$ cat config.mk
export PLATFORM = sky130hd
export DESIGN_NAME = bitq_integrator
export DESIGN_NICKNAME = d
export VERILOG_FILES = /design/src/rtl/bitq_pkg.sv /design/src/rtl/bitq_mixer.sv /design/src/rtl/bitq_window.sv /design/src/rtl/bitq_accum.sv /design/src/rtl/bitq_integrator.sv
export SDC_FILE = /design/constraint.sdc
export NUM_CORES = 1
export LEC_CHECK = 0
export BUFFER_PORTS_ARGS = -buffer_cell sky130_fd_sc_hd__buf_2
export CELL_PAD_IN_SITES_DETAIL_PLACEMENT = 2
export CELL_PAD_IN_SITES_GLOBAL_PLACEMENT = 2
export CORE_MARGIN = 1.5
export CORE_UTILIZATION = 30
export CTS_BUF_LIST = sky130_fd_sc_hd__clkbuf_8
export DETAILED_ROUTE_END_ITERATION = 10
export GPL_ROUTABILITY_DRIVEN = 0
export PLACE_DENSITY_LB_ADDON = 0.1
export SYNTH_ARGS = -nofsm -noshare
export SYNTH_HDL_FRONTEND = slang
export SYNTH_SLANG_ARGS = --single-unit
$ cat constraint.sdc
create_clock -name clk -period 7.32 [get_ports clk]
set_input_delay 1.464 -clock clk [delete_from_list [all_inputs] [get_ports clk]]
set_output_delay 1.464 -clock clk [all_outputs]
set_load 0.05 [all_outputs]
$ cat src/rtl/bitq_pkg.sv
package bitq_pkg;

    localparam int SLOT_W = 2;

    typedef enum logic {
        PATH_I = 1'b0,
        PATH_Q = 1'b1
    } path_e;

    // One mixed contribution: which path it goes to and whether it adds or subtracts.
    typedef struct packed {
        logic  valid;
        path_e path;
        logic  add;
    } mix_t;

    // Slot bit 0 picks the path. Slot bit 1 flips the sign of the +/-1 sample.
    function automatic mix_t mix_decode(input logic en, input logic bitv,
                                        input logic [SLOT_W-1:0] slot);
        mix_t m;
        m.valid = en;
        m.path  = path_e'(slot[0]);
        m.add   = bitv ^ slot[1];
        return m;
    endfunction

endpackage

$ cat src/rtl/bitq_mixer.sv
module bitq_mixer
    import bitq_pkg::*;
(
    input  logic              clk,
    input  logic              rst,
    input  logic              smp_en,
    input  logic              smp_bit,
    output mix_t              mix,
    output logic [SLOT_W-1:0] slot
);

    logic [SLOT_W-1:0] slot_r;

    always_ff @(posedge clk) begin
        if (rst) begin
            slot_r <= '0;
        end else if (smp_en) begin
            slot_r <= slot_r + SLOT_W'(1);
        end
    end

    always_comb begin
        mix  = mix_decode(smp_en, smp_bit, slot_r);
        slot = slot_r;
    end

endmodule

$ cat src/rtl/bitq_window.sv
module bitq_window #(
    parameter int CNT_W = 14
) (
    input  logic             clk,
    input  logic             rst,
    input  logic             smp_en,
    input  logic [CNT_W-1:0] win_len,
    output logic             wrap
);

    logic [CNT_W-1:0] cnt_r;
    logic [CNT_W:0]   cnt_inc;
    logic             last;

    always_comb begin
        cnt_inc = {1'b0, cnt_r} + (CNT_W+1)'(1);
        last    = (cnt_inc >= {1'b0, win_len});
        wrap    = smp_en && last;
    end

    always_ff @(posedge clk) begin
        if (rst) begin
            cnt_r <= '0;
        end else if (smp_en) begin
            cnt_r <= last ? '0 : cnt_inc[CNT_W-1:0];
        end
    end

endmodule

$ cat src/rtl/bitq_accum.sv
module bitq_accum
    import bitq_pkg::*;
#(
    parameter int    ACC_W = 15,
    parameter path_e PATH  = PATH_I
) (
    input  logic                    clk,
    input  logic                    rst,
    input  mix_t                    mix,
    input  logic                    wrap,
    output logic signed [ACC_W-1:0] acc_next
);

    logic signed [ACC_W-1:0] acc_r;

    always_comb begin
        acc_next = acc_r;
        if (mix.valid && (mix.path == PATH)) begin
            acc_next = mix.add ? acc_r + ACC_W'(1) : acc_r - ACC_W'(1);
        end
    end

    always_ff @(posedge clk) begin
        if (rst || wrap) begin
            acc_r <= '0;
        end else begin
            acc_r <= acc_next;
        end
    end

endmodule

$ cat src/rtl/bitq_integrator.sv
module bitq_integrator
    import bitq_pkg::*;
#(
    parameter  int CNT_W = 14,
    localparam int ACC_W = CNT_W + 1,
    localparam int MAG_W = ACC_W + 1
) (
    input  logic                    clk,
    input  logic                    rst,
    input  logic                    smp_en,
    input  logic                    smp_bit,
    input  logic [CNT_W-1:0]        win_len,
    output logic signed [ACC_W-1:0] i_sum,
    output logic signed [ACC_W-1:0] q_sum,
    output logic [MAG_W-1:0]        mag,
    output logic                    win_done
);

    localparam int NPATH = 2;

    mix_t              mix;
    logic [SLOT_W-1:0] slot_q;
    logic              wrap;
    logic signed [ACC_W-1:0] path_nx [NPATH];
    logic [MAG_W-1:0]  mag_nx;

    function automatic logic [ACC_W-1:0] mag_of(input logic signed [ACC_W-1:0] v);
        return v[ACC_W-1] ? ACC_W'(-v) : ACC_W'(v);
    endfunction

    bitq_mixer u_mix (
        .clk     (clk),
        .rst     (rst),
        .smp_en  (smp_en),
        .smp_bit (smp_bit),
        .mix     (mix),
        .slot    (slot_q)
    );

    bitq_window #(.CNT_W(CNT_W)) u_win (
        .clk     (clk),
        .rst     (rst),
        .smp_en  (smp_en),
        .win_len (win_len),
        .wrap    (wrap)
    );

    for (genvar g = 0; g < NPATH; g++) begin : g_path
        bitq_accum #(.ACC_W(ACC_W), .PATH(path_e'(g))) u_acc (
            .clk      (clk),
            .rst      (rst),
            .mix      (mix),
            .wrap     (wrap),
            .acc_next (path_nx[g])
        );
    end

    always_comb begin
        mag_nx = MAG_W'(mag_of(path_nx[PATH_I])) + MAG_W'(mag_of(path_nx[PATH_Q]));
    end

    always_ff @(posedge clk) begin
        if (rst) begin
            i_sum    <= '0;
            q_sum    <= '0;
            mag      <= '0;
            win_done <= 1'b0;
        end else begin
            win_done <= wrap;
            if (wrap) begin
                i_sum <= path_nx[PATH_I];
                q_sum <= path_nx[PATH_Q];
                mag   <= mag_nx;
            end
        end
    end

endmodule

==> flow_summary.ini <==
[outcome]
status = finished, final reports clean

[setup_path]
critical_path.max_fanout = 14
cp-end-kind = flop
startpoint_type = primary input
r2r-start = u_mix.slot[1]
r2r_end = mag[15]
cp.arrival_ns = 6.81
reg2reg_slack_ns = 1.46
cp.required_ns = 7.57
r2r_cells = 21
crit_type = primary input to flop

[logic_synthesis]
synth_area_mm2 = 0.00636
syn-num-nets = 866
synth-edff-count = 0
synth_warnings = 0
ys_seq_area_share_pct = 29.3
synth_cell_types = 75
synth.avg_cell_area_um2 = 7.83
yosys_most_used_dff = dfxtp_1
synth_cells = 812
synth-seq-cells = 93
ys_async_sr_fraction_pct = 0

[timing]
tns_ns = 0
hold_viol = 0
min_period_ns = 6.56
finalSetupViolations = 0
clock.fmax_mhz = 152
skew_ns = 0.0130
fin_crit_sh_pct = 89.6
worst_pin_slew_ns = 0.900
slew_headroom_pct = 39.8
drv_slew = 0
rsz0062_at_grt = no

[worst_hold_path]
hp-class = flop to flop
whs_endpoint = mag[13]
whs_path_depth = 2
worstHoldStart = mag[13]

[route]
wl_per_cell_um = 18.4
dr_total_vias = 5906
first_pass_iters = 6
drt_iter0_markers = 226
ant_nets = 0
wl_mm = 20.8
drc = 0
via_per_inst = 5.21

[clock_tree]
clkLatencyLatePin_ns = 0.39
htreeDepth = 3
numCtsBuffers = 9
cts_tree = built
cts_resized = 0
cts-root-buf = clkbuf_8
cts-hold-fix-buffers = 0
cts.sinks = 93
cts_buffer_depth = 2
clkTransAtPathRegs_ns = 0.10
cts_setup_buffers = 0

[cells_and_area]
synthToLayoutAreaGrowth_pct = 11.4
drive_above_1_share_pct = 14.1
nNetsFinal = 907
finalNonFillerCells = 1133
diodes = 0
final_area_mm2 = 0.00708

[grt]
antenna_found_initial = 0
track_usage_pct = 19.5
grt_pass1_wl_mm = 34.0
grt_max_degree = 65
grt.overflow.total = 0
first_global_vias = 6370

[power_and_ir_drop]
ir_worst_vdd_mv = 0.0913
p_sw_w = 0.000705
seq_power_share_pct = 34.3
clkPwrFrac_pct = 20.4
sw_frac_of_total_pct = 42.5
power.leakage_nw = 2.87
pwr-share-comb_pct = 45.3
p_per_area_mw_per_mm2 = 234
p_int_w = 0.000953

[floorplanning]
core_area_mm2 = 0.0209
num_rows = 53
die_w_um = 149
initial_utilization_pct = 30.5
dieArea_mm2 = 0.0221
fp.dieH_um = 149
io_pins = 65

[placement]
placed_area_mm2 = 0.00690
dp_hpwl_mm = 16.0
dpl.cell_count = 1117
portBuffers = 64

[run]
maxCapViolCount = 0
-- layout by cell type, fill, tap and decap left out, types with 3 or more instances in the layout --
| master | instances |
|---|---|
| nor3b_1 | 3 |
| and2_1 | 4 |
| or3_1 | 6 |
| dfxtp_1 | 93 |
| nor3_1 | 21 |
| xor2_1 | 36 |
| nand4_1 | 10 |
| nand3b_1 | 13 |
| a211oi_1 | 24 |
| nand2_1 | 107 |
| buf_4 | 13 |
| ha_1 | 35 |
| o21a_1 | 8 |
| o21ai_0 | 40 |
| o22ai_1 | 4 |
| nor2b_1 | 11 |
| xnor2_1 | 45 |
| a31oi_1 | 10 |
| or4_1 | 5 |
| nor2_2 | 5 |
| and3_1 | 10 |
| mux2i_1 | 7 |
| o31ai_1 | 3 |
| inv_1 | 23 |
| a41oi_1 | 3 |
| nand3_1 | 16 |
| buf_2 | 64 |
| nand2b_1 | 12 |
| clkbuf_8 | 10 |
| nor2_1 | 91 |
| o32ai_1 | 3 |
| nor4_1 | 8 |
| a21o_1 | 6 |
| a21oi_1 | 52 |
-- cell usage after synthesis (all sizes together), types with 3 or more instances --
| master | number | area, um^2 |
|---|---|---|
| xor2 | 37 | 343 |
| dfxtp | 93 | 1860 |
| ha | 35 | 438 |
| o21ai | 42 | 210 |
| a311oi | 3 | 32.5 |
| or4 | 5 | 37.5 |
| nor2b | 11 | 68.8 |
| nand2 | 108 | 408 |
| a211oi | 24 | 180 |
| and3 | 10 | 62.6 |
| a21o | 6 | 45.0 |
| nor3b | 4 | 41.3 |
| o21a | 8 | 60.1 |
| nor4 | 11 | 96.3 |
| nand3 | 16 | 80.1 |
| nand3b | 13 | 97.6 |
| o22ai | 4 | 25.0 |
| xnor2 | 46 | 410 |
| a21oi | 52 | 260 |
| nand4 | 11 | 75.1 |
| mux2i | 10 | 129 |
| inv | 24 | 97.6 |
| nor3 | 21 | 105 |
| buf | 16 | 108 |
| a31oi | 10 | 62.6 |
| o31ai | 4 | 35.0 |
| or3 | 7 | 48.8 |
| nand2b | 13 | 88.8 |
| and2 | 5 | 31.3 |
| clkbuf | 31 | 116 |
| nor2 | 96 | 373 |
| o32ai | 3 | 26.3 |
| a41oi | 3 | 26.3 |
-- worst max-delay path, stage by stage --
cell and delay (ns):
buf_2 0.13, xor2_4 0.41, xnor2_1 0.17, ha_1 0.23, nand4_1 0.18, nor4_1 0.39, and2_1 0.18, o21ai_1 0.07
mux2i_1 0.14, xnor2_1 0.32, buf_4 0.29, nor2_2 0.06, xnor2_1 0.13, ha_1 0.35, a21o_1 0.22, a2111oi_1 0.57
o31ai_1 0.23, a211oi_1 0.31, nor2_1 0.13, a2111o_1 0.43, a311oi_1 0.31, nor3_1 0.07
-- layer usage --
| layer | GRT usage (%) | share of wire (%) | vias to the layer above |
|---|---|---|---|
| li1 | - | - | 2916 |
| met1 | 26.6 | 49 | 2906 |
| met2 | 32.7 | 47 | 70 |
| met3 | 1.99 | 2.3 | 14 |
| met4 | 4.95 | 1.0 | 0 |
| met5 | 0 | 0 | - |
-- power by group through the flow --
stage / clock network, W / logic, W / registers [W]
5_1_grt: 0.000377 / 0.000832 / 0.000573
2_1_floorplan: 0 / 0.000567 / 0.000554
4_1_cts: 0.000361 / 0.000761 / 0.000567
3_3_place_gp: 0 / 0.000728 / 0.000577
3_5_place_dp: 0 / 0.000756 / 0.000579
6_report: 0.000339 / 0.000751 / 0.000568
-- cells by family after synthesis --
group	share of synthesized area [%]
AND/OR/NAND/NOR	26.5
XOR/XNOR	11.8
AO/OA/AOI/OAI	18.2
buffers and inverters	5.05
multiplexers	2.03
adder cells (fa/ha/maj)	7.20
flip-flops	29.3
-- how the worst max path moves through the flow --
stage	from	endpoint	slack (ns)	depth (start not counted)
after floorplan	smp_bit	mag[15]	0.82	24
after global placement	smp_bit	mag[15]	0.60	22
after detailed placement	smp_bit	mag[15]	0.38	22
after CTS	smp_bit	mag[15]	0.78	22
after global routing	smp_bit	mag[15]	0.39	22
final	smp_bit	mag[15]	0.76	22
-- sequential cells by signal, indices dropped and copies added (netlist names) --
signal              cells
g_path.u_acc.acc_r     30
i_sum                  15
mag                    16
q_sum                  15
u_mix.slot              2
u_win.cnt_r            14
win_done                1
-- per-stage QoR --
stage / power (W) / hold slack [ns] / setup WS, ns / utilization, %
global route: 0.00178 / 0.481 / 0.387 / 33.9
floorplan: 0.00112 / 0.464 / 0.819 / -
CTS: 0.00169 / 0.462 / 0.779 / 33.9
global placement: 0.00131 / 0.442 / 0.596 / 33.0
finish: 0.00166 / 0.456 / 0.760 / 33.9
detailed placement: 0.00133 / 0.447 / 0.378 / 33.0
-- layout make-up --
class,instances,area (um^2)
Sequential cell,93,1860
Tap cell,275,344
Fill cell,2504,13800
Inverter,24,97.6
Clock buffer,10,138
Timing Repair Buffer,77,418
Multi-Input combinational cell,648,4180
Clock inverter,6,46.3
Power figures use the tool's default switching activity.
